**config.mk**
```make
export PLATFORM = sky130hd
export DESIGN_NAME = dmaPrioArb
export DESIGN_NICKNAME = d
export VERILOG_FILES = /design/src/rtl/dmaArbPkg.sv /design/src/rtl/arbCtrl.sv /design/src/rtl/arbDatapath.sv /design/src/rtl/dmaPrioArb.sv
export SDC_FILE = /design/constraint.sdc
export NUM_CORES = 1
export LEC_CHECK = 0
export BUFFER_PORTS_ARGS = -buffer_cell sky130_fd_sc_hd__clkbuf_2
export CORE_AREA = 2 2 39 41
export CTS_CLUSTER_SIZE = 28
export DETAILED_ROUTE_END_ITERATION = 8
export DIE_AREA = 0 0 41 43
export GPL_TIMING_DRIVEN = 0
export PLACE_DENSITY = 0.65
export SLEW_MARGIN = 10
export SYNTH_ARGS = -nofsm -noshare
export SYNTH_HDL_FRONTEND = slang
export SYNTH_SLANG_ARGS = --single-unit
```
**constraint.sdc**
```tcl
create_clock -name clk -period 1.2 [get_ports clk]
set_input_delay 0.12 -clock clk [delete_from_list [all_inputs] [get_ports clk]]
set_output_delay 0.12 -clock clk [all_outputs]
set_load 0.05 [all_outputs]
```
**src/rtl/dmaArbPkg.sv**
```systemverilog
package dmaArbPkg;
  typedef struct packed {
    logic loadGrant;
    logic clearGrant;
  } arbStrobeT;

  typedef enum logic {
    ST_IDLE = 1'b0,
    ST_BUSY = 1'b1
  } arbStateT;
endpackage

```
**src/rtl/arbCtrl.sv**
```systemverilog
module arbCtrl
  import dmaArbPkg::*;
(
  input  logic      clk,
  input  logic      rstN,
  input  logic      anyReq,
  input  logic      xferDone,
  output arbStrobeT strobe
);
  arbStateT state, stateNext;

  always_comb begin
    strobe.loadGrant  = (state == ST_IDLE) && anyReq;
    strobe.clearGrant = (state == ST_BUSY) && xferDone;
    stateNext = state;
    if (strobe.loadGrant)  stateNext = ST_BUSY;
    if (strobe.clearGrant) stateNext = ST_IDLE;
  end

  always_ff @(posedge clk) begin
    if (!rstN) state <= ST_IDLE;
    else       state <= stateNext;
  end

  AST_RELEASE: assert property (@(posedge clk) disable iff (!rstN)
    (state == ST_BUSY && xferDone) |=> (state == ST_IDLE));
  AST_IDLE_NOREQ: assert property (@(posedge clk) disable iff (!rstN)
    (state == ST_IDLE && !anyReq) |=> (state == ST_IDLE));
  AST_BUSY_HOLD: assert property (@(posedge clk) disable iff (!rstN)
    (state == ST_BUSY && !xferDone) |=> (state == ST_BUSY));
endmodule

```
**src/rtl/arbDatapath.sv**
```systemverilog
module arbDatapath
  import dmaArbPkg::*;
#(
  parameter int NUM_CH = 4,
  parameter int BW_W   = 3,
  localparam int IDX_W = (NUM_CH > 1) ? $clog2(NUM_CH) : 1
) (
  input  logic                   clk,
  input  logic                   rstN,
  input  logic [NUM_CH-1:0]      reqIn,
  input  logic [NUM_CH*BW_W-1:0] bwField,
  input  arbStrobeT              strobe,
  output logic                   anyReq,
  output logic [NUM_CH-1:0]      grantOh,
  output logic [IDX_W-1:0]       grantIdx,
  output logic                   grantValid
);
  logic [NUM_CH-1:0] promoted;
  logic [IDX_W-1:0]  slotCh [NUM_CH];
  logic [IDX_W-1:0]  winIdx;
  logic              winFound;

  // a zero code lifts a channel above its neighbour unless that neighbour was lifted
  always_comb begin
    promoted = '0;
    for (int c = 1; c < NUM_CH; c++)
      promoted[c] = (bwField[c*BW_W +: BW_W] == '0) && !promoted[c-1];
  end

  // ranking slots: slot p holds the channel ranked p-th
  always_comb begin
    for (int p = 0; p < NUM_CH; p++) begin
      slotCh[p] = IDX_W'(p);
      if (p > 0 && promoted[p]) slotCh[p] = IDX_W'(p - 1);
    end
    for (int p = 0; p < NUM_CH - 1; p++)
      if (promoted[p+1]) slotCh[p] = IDX_W'(p + 1);
  end

  always_comb begin
    winFound = 1'b0;
    winIdx   = '0;
    for (int p = 0; p < NUM_CH; p++) begin
      if (!winFound && reqIn[slotCh[p]]) begin
        winFound = 1'b1;
        winIdx   = slotCh[p];
      end
    end
  end

  assign anyReq = |reqIn;

  always_ff @(posedge clk) begin
    if (!rstN) begin
      grantOh    <= '0;
      grantIdx   <= '0;
      grantValid <= 1'b0;
    end else if (strobe.clearGrant) begin
      grantOh    <= '0;
      grantIdx   <= '0;
      grantValid <= 1'b0;
    end else if (strobe.loadGrant) begin
      grantOh    <= NUM_CH'(1) << winIdx;
      grantIdx   <= winIdx;
      grantValid <= 1'b1;
    end
  end

  AST_ONEHOT: assert property (@(posedge clk) disable iff (!rstN)
    $onehot0(grantOh));
  AST_VALID_MATCH: assert property (@(posedge clk) disable iff (!rstN)
    grantValid == (grantOh != '0));
  AST_IDX_MATCH: assert property (@(posedge clk) disable iff (!rstN)
    grantValid |-> grantOh[grantIdx]);
  AST_GRANT_REQ: assert property (@(posedge clk) disable iff (!rstN)
    $rose(grantValid) |-> (($past(reqIn) & grantOh) != '0));
  AST_HOLD: assert property (@(posedge clk) disable iff (!rstN)
    (grantValid && !strobe.clearGrant) |=> ($stable(grantOh) && $stable(grantIdx)));
endmodule

```
**src/rtl/dmaPrioArb.sv**
```systemverilog
module dmaPrioArb
  import dmaArbPkg::*;
#(
  parameter int NUM_CH = 4,
  parameter int BW_W   = 3,
  localparam int IDX_W = (NUM_CH > 1) ? $clog2(NUM_CH) : 1
) (
  input  logic                   clk,
  input  logic                   rstN,
  input  logic [NUM_CH-1:0]      reqIn,
  input  logic [NUM_CH*BW_W-1:0] bwField,
  input  logic                   xferDone,
  output logic [NUM_CH-1:0]      grantOh,
  output logic [IDX_W-1:0]       grantIdx,
  output logic                   grantValid
);
  arbStrobeT strobe;
  logic      anyReq;

  arbCtrl uCtrl (
    .clk      (clk),
    .rstN     (rstN),
    .anyReq   (anyReq),
    .xferDone (xferDone),
    .strobe   (strobe)
  );

  arbDatapath #(.NUM_CH(NUM_CH), .BW_W(BW_W)) uData (
    .clk        (clk),
    .rstN       (rstN),
    .reqIn      (reqIn),
    .bwField    (bwField),
    .strobe     (strobe),
    .anyReq     (anyReq),
    .grantOh    (grantOh),
    .grantIdx   (grantIdx),
    .grantValid (grantValid)
  );
endmodule

```
# Word level (Yosys, flattened, before mapping)
# Cells that the tools add are included.
dict set report totals {
  ff_bits 7
  inputBits 19
  wordCells 48
  out_inout_bits 7
}
dict set report op_classes {
  n_lt_le_gt_ge 4
  muxes 21
  n_shift 1
  n_bitwise 2
  reduce_logical 17
}
# op n
set op_table {}
lappend op_table {{two-way mux 2 bit} 6}
lappend op_table {{two-way mux 1 bit} 11}
lappend op_table {{zero test 3 bit} 3}
lappend op_table {{less-than comparator 2 x 3 -> 1 bit (second input constant)} 3}
lappend op_table {{binary-select mux 1 bit (select 2 bit)} 4}
lappend op_table {{logical AND 1 bit} 7}
lappend op_table {{zero test 1 bit} 5}
lappend op_table {{OR reduction 4 bit} 1}
lappend op_table {{left shift 1 x 2 -> 4 bit (first input constant)} 1}
lappend op_table {{less-than comparator 1 x 3 -> 1 bit (second input constant)} 1}
lappend op_table {{inverter 1 bit} 2}
lappend op_table {{OR reduction 2 bit} 1}

# Depth between registers and ports, before layout
dict set report depth {
  word_depth 15
  mapped_depth 5
  mapped_depth_nobuf 5
}

# Modules after synthesis
# A second synthesis with hierarchy kept.
dict set report hier_totals {
  hier_cells 47
  hier_area_um2 402.9
}
# module area_per_inst_um2 cells_per_inst seq_area_each_um2 instances
set by_module_without_submodules {}
lappend by_module_without_submodules {arbDatapath 356.6 42 140.1 1}
lappend by_module_without_submodules {arbCtrl 46.3 5 20.0 1}

# Worst setup path after synthesis
# Ideal clock, no wire load.
dict set report synth_timing {
  path_kind {register -> register}
  start {register uData.grantValid (netlist name)}
  end {register uData.grantOh[2]}
  path_buffers 0
  setup_time_ns 0.070
  setup_slack_ns -0.080
  synth_period_minus_slack_ns 1.280
  arrival_time_ns 1.210
  required_ns 1.130
  path_stages_with_launch 5
  path_cell_list {dfxtp_1 inv_1 o221a_2 nor2_1 a21boi_1}
}
# item line_no
set synth_lines {}
lappend synth_lines {{end signal: assignment} arbDatapath.sv:63} ;# grantOh <= NUM_CH'(1) << winIdx;
lappend synth_lines {{end: declaration} arbDatapath.sv:14} ;# output logic [NUM_CH-1:0] grantOh,

# Final worst setup path
dict set report layout_timing {
  start {input port reqIn[1]}
  end {register uData.grantOh[3]}
}
dict set report layout_via {
  elab_chain_len 13
  elab_cells_between_ends 24
  classes_between {shift: 1; mux: 15; reduce/logical: 8}
}
# item line_no
set layout_lines {}
lappend layout_lines {{start: declaration} dmaPrioArb.sv:10} ;# input logic [NUM_CH-1:0] reqIn,
lappend layout_lines {{binary-select mux 1 bit (select 2 bit)} arbDatapath.sv:44} ;# if (!winFound && reqIn[slotCh[p]]) begin
lappend layout_lines {{two-way mux 1 bit (not written as such)} arbDatapath.sv:44}
lappend layout_lines {{two-way mux 1 bit} arbDatapath.sv:44}
lappend layout_lines {{zero test 1 bit} arbDatapath.sv:44}
lappend layout_lines {{logical AND 1 bit} arbDatapath.sv:44}
lappend layout_lines {{two-way mux 1 bit} arbDatapath.sv:44}
lappend layout_lines {{zero test 1 bit} arbDatapath.sv:44}
lappend layout_lines {{logical AND 1 bit} arbDatapath.sv:44}
lappend layout_lines {{two-way mux 1 bit} arbDatapath.sv:44}
lappend layout_lines {{zero test 1 bit} arbDatapath.sv:44}
lappend layout_lines {{logical AND 1 bit} arbDatapath.sv:44}
lappend layout_lines {{two-way mux 2 bit} arbDatapath.sv:44}
lappend layout_lines {{left shift 1 x 2 -> 4 bit} arbDatapath.sv:63}
# Several ways; a longest one is shown, not always the timed one. The select of a mux whose other input is x is not followed.
# A chain may end at the register's enable or synchronous reset.

==> results.sh <==
export IMPL_final_layout_size_suffix_gt1_share_pct=43.3
export IMPL_finalMaxSlewViolations=0
export IMPL_area_growth_pct=47.8
export IMPL_rsz0062_at_grt="no"
export IMPL_async_flop_share_pct=0
export IMPL_whs_ps=132
export IMPL_synth_top_area_cell="dfxtp_1"
export IMPL_route_detailed_drc=0
export IMPL_setup_violations=0
export IMPL_cap_violations=0
export IMPL_critPathCaptureType="register"
export IMPL_synth_top_cells_by_count="dfxtp_1, nand2_1"
export IMPL_place_detailed_hpwl_um=648
export IMPL_period_needed_ps=1090
export IMPL_status="finished clean"
export IMPL_ys_ff_latch=7
export IMPL_ys_flop_type="dfxtp_1"
export IMPL_ioPinCount=26
export IMPL_dieArea_mm2=0.00176
export IMPL_r2r_cells=3
export IMPL_cts_tree="done"
export IMPL_syn_area_um2=343
export IMPL_finClkSkew_ps=5.08
export IMPL_overflow=0
export IMPL_clock_root_buffer="clkbuf_4"
export IMPL_synth_cell_type_count=19
export IMPL_finalPower_uw=647
export IMPL_core_rowCount=14
export IMPL_drt_initial_drc_count=5
export IMPL_min_path_cells=3
export IMPL_final_nets=87
export IMPL_startpoint_type="input pin"
export IMPL_ys_seq_area_share_pct=40.9
export IMPL_vias=392
export IMPL_placed_cell_area_um2=474
export IMPL_p_leak_nw=0.246
export IMPL_core_area_mm2=0.00138
export IMPL_wirelength_um=816
export IMPL_grt_pass1_vias=331
export IMPL_post_cts_buffers=0
export IMPL_min_path_type="in -> reg"
export IMPL_finalHoldViolCount=0
export IMPL_clkLatencyLatePin_ps=250
export IMPL_start_util_pct=24.8
export IMPL_syn_nets=60
export IMPL_avgViaCountPerCell=4.72
export IMPL_cp_required_ps=1340
export IMPL_tightest_slew_ps=391
export IMPL_synth_edf_count=0
export IMPL_grt_max_degree=8
export IMPL_crit_arrival_ps=1240
export IMPL_timing_fmax_mhz=914
export IMPL_die_y_um=43
export IMPL_period_share_pct=91.2
export IMPL_synth_warnings=0
export IMPL_setup_ws_ps=106
export IMPL_ir_drop_v=0.000608
export IMPL_synth_most_common_cell="dfxtp_1"
export IMPL_htree_levels=1
export IMPL_yosysTopAreaCellShare_pct=40.9
export IMPL_syn_instance_count=41
export IMPL_slew_limit_headroom_pct=73.7
export IMPL_drt_first_pass_iters=3
export IMPL_place_ws_ps=-228
export IMPL_clkTransAtPathRegs_ps=60
export IMPL_grt_pass1_wl_um=1150
export IMPL_stdcell_area_um2=507
export IMPL_setup_tns_ps=0
export IMPL_numCtsBuffers=3
export IMPL_detail_route_antenna_nets=0
export IMPL_die_x_um=41
export IMPL_port_buffers=22
export IMPL_crit_fanout=7
export IMPL_critPathKind="in -> reg"
export IMPL_gp_congestion=0.730
export IMPL_n_antenna_cell=0
export IMPL_powerDensity_mw_per_mm2=1280
export IMPL_syn_avg_cell_area_um2=8.36
export IMPL_cts_num_sinks=7
export IMPL_cts_buffer_depth=2
export IMPL_wl_per_cell_um=9.83
export IMPL_netlist_top_cells_area="dfxtp_1, nand2_1, a21oi_1"
export IMPL_grt_usage_pct=9.57
export IMPL_antenna_found_initial=0
[worst paths after layout]
check / start / endpoint / slack [ps]
max: reqIn[1] / uData.grantOh[3] / 110
min: rstN / uData.grantValid / 130
max reg2reg: uData.grantValid / uData.grantOh[3] / 190
min reg2reg: uData.grantIdx[1] / uData.grantIdx[1] / 470
[where the power goes]
| part | internal, mW | switching, mW | total (mW) | leakage (nW) |
|---|---|---|---|---|
| logic | 0.0557 | 0.113 | 0.169 | 0.173 |
| clock network | 0.127 | 0.0912 | 0.218 | 0.0150 |
| registers | 0.250 | 0.00970 | 0.260 | 0.0578 |
[state kept, by name, summed over array words and instances, names as in the netlist]
| name | count |
|---|---|
| uData.grantOh | 4 |
| uData.grantIdx | 2 |
| uData.grantValid | 1 |
[logic make-up after synthesis]
logic type / after synthesis / synth area share (%)
AO/OA/AOI/OAI: 14 / 31.0
buffers and inverters: 3 / 3.28
flip-flops: 7 / 40.9
AND/OR/NAND/NOR: 17 / 24.8
[final cells by class]
type | instances | area, µm²
Fill cell | 159 | 877
Multi-Input combinational cell | 31 | 198
Sequential cell | 7 | 141
Clock buffer | 4 | 26.3
Tap cell | 16 | 20.0
Inverter | 3 | 11.3
Timing Repair Buffer | 22 | 110
[worst max-delay path: stages]
cell,delay (ps)
clkbuf_2,150
nor4_1,70
a32o_1,260
a221oi_2,360
nand2_1,120
o211a_1,140
[routing by layer]
| layer | vias to the layer above | wire, µm | GRT usage, % |
|---|---|---|---|
| li1 | 207 | - | - |
| met1 | 168 | 354 | 10.1 |
| met2 | 15 | 383 | 15.3 |
| met3 | 2 | 65 | 1.57 |
| met4 | 0 | 12 | 8.00 |
| met5 | - | 0 | 0 |
[cells in the final DEF, fill, tap and decap left out]
master and instances:
and2_1 1, clkbuf_2 22, nand2b_1 2, or3b_1 1, nand2_1 6, nor4_1 1, inv_1 3, clkbuf_1 1
nor4_2 1, o21ai_0 3, o22ai_1 1, o211a_1 1, o221a_2 1, a221oi_2 1, nor2_1 2, a32o_1 1
nor3_1 3, o32ai_1 1, dfxtp_2 1, clkbuf_4 3, dfxtp_1 6, a21oi_1 3, a21boi_1 1, o21a_1 1
[per-stage QoR]
stage	cells	util, %
floorplan	41	-
global placement	79	34.3
detailed placement	79	34.3
CTS	83	36.2
global route	83	36.6
finish	83	36.6
[what timing repair did]
action | 4_1_cts | 5_1_grt
setup endpoints to repair | 0 | 4
resized for setup | 0 | 1
endpoints found under the hold margin | 0 | 0
hold buffers | 0 | 0
(Power assumes the default switching activity.)
